<file path="src/rtl/mdtx_pkg.sv">
package mdtx_pkg;
  typedef enum logic [2:0] {
    ST_IDLE,
    ST_START,
    ST_DATA,
    ST_PAR,
    ST_STOP
  } txState_t;

  typedef struct packed {
    logic     load;
    logic     shift;
    txState_t phase;
  } txStrobe_t;
endpackage

</file>
<file path="src/rtl/mdtx_ctrl.sv">
module mdtx_ctrl
  import mdtx_pkg::*;
#(
  parameter int DATA_W     = 8,
  parameter int OVERSAMPLE = 16
) (
  input  logic      clk,
  input  logic      rstN,
  input  logic      txValid,
  input  logic      baudTick,
  input  logic [2:0] charCode,
  input  logic      parityEn,
  output txStrobe_t strb,
  output logic      busy,
  output logic      txReady
);
  localparam int CNT_W = $clog2(OVERSAMPLE);
  localparam int IDX_W = $clog2(DATA_W);
  localparam logic [CNT_W-1:0] CNT_LAST = CNT_W'(OVERSAMPLE - 1);
  localparam logic [IDX_W-1:0] IDX_BASE = IDX_W'(DATA_W - 4);

  txState_t         state;
  logic [CNT_W-1:0] tickCnt;
  logic [IDX_W-1:0] bitIdx;
  logic             stopIdx;
  logic [2:0]       cfgCode;
  logic             cfgPar;
  logic             bitDone;
  logic [IDX_W-1:0] lastIdx;

  assign bitDone = baudTick && (tickCnt == CNT_LAST);
  assign lastIdx = IDX_BASE + IDX_W'(cfgCode[1:0]);
  assign busy    = (state != ST_IDLE);
  assign txReady = !busy;

  always_comb begin
    strb.load  = (state == ST_IDLE) && txValid;
    strb.shift = (state == ST_DATA) && bitDone;
    strb.phase = state;
  end

  always_ff @(posedge clk) begin
    if (!rstN) begin
      state   <= ST_IDLE;
      tickCnt <= '0;
      bitIdx  <= '0;
      stopIdx <= 1'b0;
      cfgCode <= '0;
      cfgPar  <= 1'b0;
    end else if (state == ST_IDLE) begin
      if (txValid) begin
        state   <= ST_START;
        tickCnt <= '0;
        cfgCode <= charCode;
        cfgPar  <= parityEn;
      end
    end else if (baudTick) begin
      if (tickCnt != CNT_LAST) begin
        tickCnt <= tickCnt + 1'b1;
      end else begin
        tickCnt <= '0;
        case (state)
          ST_START: begin
            state  <= ST_DATA;
            bitIdx <= '0;
          end
          ST_DATA: begin
            if (bitIdx == lastIdx) begin
              state   <= cfgPar ? ST_PAR : ST_STOP;
              stopIdx <= 1'b0;
            end else begin
              bitIdx <= bitIdx + 1'b1;
            end
          end
          ST_PAR: begin
            state   <= ST_STOP;
            stopIdx <= 1'b0;
          end
          ST_STOP: begin
            if (cfgCode[2] && !stopIdx) stopIdx <= 1'b1;
            else                        state   <= ST_IDLE;
          end
          default: state <= ST_IDLE;
        endcase
      end
    end
  end
endmodule

</file>
<file path="src/rtl/mdtx_dpath.sv">
module mdtx_dpath
  import mdtx_pkg::*;
#(
  parameter int DATA_W = 8
) (
  input  logic              clk,
  input  logic              rstN,
  input  txStrobe_t         strb,
  input  logic [DATA_W-1:0] txData,
  input  logic [1:0]        lenCode,
  input  logic              paritySel,
  input  logic              multiDrop,
  output logic              txOut
);
  logic [DATA_W-1:0] shReg;
  logic [DATA_W-1:0] lenMask;
  logic              parBit;
  logic              onesOdd;
  logic              parNext;

  // Keep only the bits of the selected width when computing parity
  assign lenMask = {DATA_W{1'b1}} >> (2'd3 - lenCode);
  assign onesOdd = ^(txData & lenMask);
  assign parNext = multiDrop ? paritySel : (paritySel ? onesOdd : !onesOdd);

  always_ff @(posedge clk) begin
    if (!rstN) begin
      shReg  <= '0;
      parBit <= 1'b0;
    end else if (strb.load) begin
      shReg  <= txData;
      parBit <= parNext;
    end else if (strb.shift) begin
      shReg  <= shReg >> 1;
    end
  end

  always_comb begin
    case (strb.phase)
      ST_START: txOut = 1'b0;
      ST_DATA:  txOut = shReg[0];
      ST_PAR:   txOut = parBit;
      default:  txOut = 1'b1;
    endcase
  end
endmodule

</file>
<file path="src/rtl/mdropUartTx.sv">
module mdropUartTx
  import mdtx_pkg::*;
#(
  parameter int DATA_W     = 8,
  parameter int OVERSAMPLE = 16
) (
  input  logic              clk,
  input  logic              rstN,
  input  logic [DATA_W-1:0] txData,
  input  logic              txValid,
  output logic              txReady,
  input  logic              baudTick,
  input  logic [2:0]        charCode,
  input  logic              parityEn,
  input  logic              paritySel,
  input  logic              multiDrop,
  output logic              busy,
  output logic              txOut
);
  txStrobe_t strb;

  mdtx_ctrl #(.DATA_W(DATA_W), .OVERSAMPLE(OVERSAMPLE)) ctrl_i (
    .clk(clk), .rstN(rstN), .txValid(txValid), .baudTick(baudTick),
    .charCode(charCode), .parityEn(parityEn), .strb(strb),
    .busy(busy), .txReady(txReady)
  );

  mdtx_dpath #(.DATA_W(DATA_W)) dpath_i (
    .clk(clk), .rstN(rstN), .strb(strb), .txData(txData),
    .lenCode(charCode[1:0]), .paritySel(paritySel), .multiDrop(multiDrop),
    .txOut(txOut)
  );
endmodule

</file>
<file path="config.mk">
export PLATFORM = sky130hd
export DESIGN_NAME = mdropUartTx
export DESIGN_NICKNAME = d
export VERILOG_FILES = /design/src/rtl/mdtx_pkg.sv /design/src/rtl/mdtx_ctrl.sv /design/src/rtl/mdtx_dpath.sv /design/src/rtl/mdropUartTx.sv
export SDC_FILE = /design/constraint.sdc
export NUM_CORES = 1
export LEC_CHECK = 0
export BUFFER_PORTS_ARGS = -buffer_cell sky130_fd_sc_hd__buf_2
export CAP_MARGIN = 5
export CORE_UTILIZATION = 45
export CTS_CLUSTER_SIZE = 24
export DETAILED_ROUTE_END_ITERATION = 6
export PLACE_DENSITY = 0.66
export SETUP_SLACK_MARGIN = 0.3
export SLEW_MARGIN = 20
export SYNTH_ARGS = -nofsm -noshare
export SYNTH_HDL_FRONTEND = slang
export SYNTH_SLANG_ARGS = --single-unit
</file>
<file path="constraint.sdc">
create_clock -name clk -period 2.8 [get_ports clk]
set_input_delay 0.14 -clock clk [delete_from_list [all_inputs] [get_ports clk]]
set_output_delay 0.14 -clock clk [all_outputs]
set_load 0.01 [all_outputs]
</file>
==> results.yml <==
run_status:
  status: "finished clean"
synth:
  synthAdderAreaFrac_pct: 1.98
  synth_seq_cells: 24
  synthXorXnorAreaFrac_pct: 6.63
  ys_warn_count: 0
  synth_ff_type: "dfxtp_1"
  synthSimpleGateAreaFrac_pct: 21.2
  muxShareOfSynthArea_pct: 6.33
  synth_top_family_by_area: "simple AND/OR/NAND/NOR gates"
  synthArstFlopShare_pct: 0
  ys_seq_area_share_pct: 38.0
  synth_cells: 153
  synth_compound_area_share_pct: 20.9
  ys_types: 35
  synth_nets: 173
  syn_area_um2: 1260
  synth_enable_flop_cells: 0
  syn_avg_cell_area_um2: 8.27
die:
  die_w_um: 55.0
  core_region_area_um2: 2570
  dieArea_um2: 3030
  die_h_um: 55.0
  ios: 21
  start_util_pct: 49.3
  num_rows: 18
sta:
  max_slew_margin_pct: 50.5
  hold_viol: 0
  setup_viol: 0
  tightest_slew_ps: 740
  slew_violations: 0
  rsz0062_at_grt: "false"
  fin_crit_ps: 2400
  fmax_mhz: 417
  finalCritPeriodShare_pct: 85.7
  tns_ps: 0
  clock_skew_ps: 11.6
worst_setup_path:
  cp.buffers_inverters: 0
  crit_fanout: 21
  r2r_end: "ctrl_i.state[1]"
  crit_family: "simple AND/OR/NAND/NOR gates"
  slowest_delay_ps: 720
  cp_slowest_cell: "or4b_4"
  rr_worst_depth: 5
  critPathCaptureType: "flop"
  r2r_start: "ctrl_i.state[0]"
  regToRegSetupSlack_ps: 400
  start_kind: "flop"
  path_cells: "or4b_4 -> a22o_1 -> a211o_1 -> or4_1 -> a21oi_1"
  crit_required_ps: 3060
  cp.arrival_ps: 2660
  worstSetupPathType: "reg -> reg"
flow_run:
  drv_cap: 0
global_routing:
  grt_max_degree: 22
  grt.overflow.total: 0
  grt_first_pass_wirelength_um: 4360
  antenna_found_initial: 0
  track_usage_pct: 20.6
  grt_pass1_vias: 1018
cts:
  cts-hold-fix-buffers: 0
  cts_setup_buffers: 0
  htreeDepth: 1
  clkTransAtPathRegs_ps: 140
  clock_latency_ps: 320
  clockBufferDepth: 2
  cts_resized: 0
  cts_buffers: 3
  cts_tree: "done"
  clock_sinks: 24
  cts_root_buffer: "clkbuf_4"
place:
  place_hpwl_um: 2050
  place.gp.congestion: 0.858
  portBuffers: 20
routing:
  route.detailed.drc: 0
  routed_wl_um: 2810
  drtAntennaViolNets: 0
  routedWlPerCell_um: 14.1
  dr_wl_met3_um: 201
  via_count: 1160
  first_pass_iters: 6
  vias_per_cell: 5.83
  top_layer_used: "met4"
  met2WireLength_um: 1290
  wl_met1_um: 1280
  drt_iter0_drc: 21
pwr:
  p_per_area_nw_per_um2: 738
  total_power_mw: 1.03
  vdd.ir_drop.worst_uv: 578
  p_leak_nw: 0.528
hold_path:
  hold_start: "charCode[2]"
  min_to: "ctrl_i.cfgCode[2]"
  whs_path_depth: 3
  min_path_type: "in -> reg"
layout:
  fillers: 260
  n_antenna_cell: 0
  drive_gt1_share_pct: 15.4
  fin_nets: 190
  area_growth_pct: 10.2
-- final cells by class --
cell class              count  area, um^2  area share [%]
clock buffers               4        36.3            2.60
inverters                   5        18.8            1.35
multi-input cells         116         721            51.7
flip-flops and latches     24         480            34.5
well taps                  30        37.5            2.69
repair buffers             20         100            7.18
-- per-layer routing --
layer,global-route usage (%),vias up
met1,25.2,535
met4,4.17,0
li1,-,576
met5,0,-
met2,35.9,45
met3,5.74,4
-- Yosys cell counts, types with 2 or more instances --
library cell	n	area, um^2
a211o_1	3	26.3
a211oi_1	8	60.1
a21oi_1	13	65.1
a31oi_1	2	12.5
and2_1	3	18.8
buf_6	2	22.5
clkbuf_1	6	22.5
dfxtp_1	24	480
ha_1	2	25.0
inv_1	5	18.8
mux2i_1	8	80.1
nand2_1	16	60.1
nand3_1	7	35.0
nor2_1	17	63.8
nor3_1	4	20.0
o21ai_0	9	45.0
xnor2_1	6	52.6
-- flip-flops by register name, summed over array words and instances (netlist names) --
| register | flops |
|---|---|
| ctrl_i.state | 3 |
| ctrl_i.cfgCode | 3 |
| ctrl_i.stopIdx | 1 |
| ctrl_i.tickCnt | 4 |
| dpath_i.parBit | 1 |
| ctrl_i.bitIdx | 3 |
| dpath_i.shReg | 8 |
| ctrl_i.cfgPar | 1 |
-- power breakdown --
part	internal [mW]	leakage [nW]	switching [mW]
Combinational	0.163	0.311	0.223
Sequential	0.397	0.196	0.0581
Clock	0.0795	0.0210	0.108
-- logic make-up (layout without fill, tap and decap cells) --
logic type / Yosys count / in the layout
AOI/OAI and AO/OA: 42 / 42
xor gates and xnor gates: 8 / 8
adders and majority gates: 2 / 2
buffers and inverters: 13 / 29
DFF: 24 / 24
muxes: 8 / 8
and+or+nand+nor: 56 / 56
-- tightest hold or removal path, stage by stage --
cell	delay, ps
buf_2	90
nand2_1	40
a21oi_1	50
-- cells in the final DEF, fill, tap and decap left out, drive strengths merged, types with 2 or more instances in the layout --
cell and count:
nor2 17, dfxtp 24, nand2 16, and2 3, a211oi 8, buf 20, inv 5, clkbuf 4
a31oi 2, o21ai 9, a21oi 13, nand3 7, ha 2, nor3 4, a211o 3, xnor2 6
mux2i 8
-- how the worst max path moves through the flow --
stage                          from  cells past startpoint  slack [ps]         endpoint
floorplan           ctrl_i.state[0]                      7         620  ctrl_i.state[1]
global placement    ctrl_i.state[0]                      5         510  ctrl_i.state[1]
detailed placement  ctrl_i.state[0]                      5         450  ctrl_i.state[1]
CTS                 ctrl_i.state[0]                      5         410  ctrl_i.state[1]
global route        ctrl_i.state[0]                      5         330  ctrl_i.state[1]
finish              ctrl_i.state[0]                      5         400  ctrl_i.state[1]
-- stage by stage --
step | utilization (%) | hold WS, ps | worst slack, ps | cells | instance area, um^2
6_report | 54.3 | 34.5 | 402 | 199 | 1390
5_1_grt | 54.3 | 23.9 | 325 | 199 | 1390
4_1_cts | 54.3 | 37.8 | 408 | 199 | 1390
3_5_place_dp | 52.9 | 390 | 450 | 195 | 1360
3_3_place_gp | 52.9 | 381 | 511 | 195 | 1360
2_1_floorplan | - | 262 | 620 | 153 | 1260
Note: power is estimated with default switching activity, not from simulation.
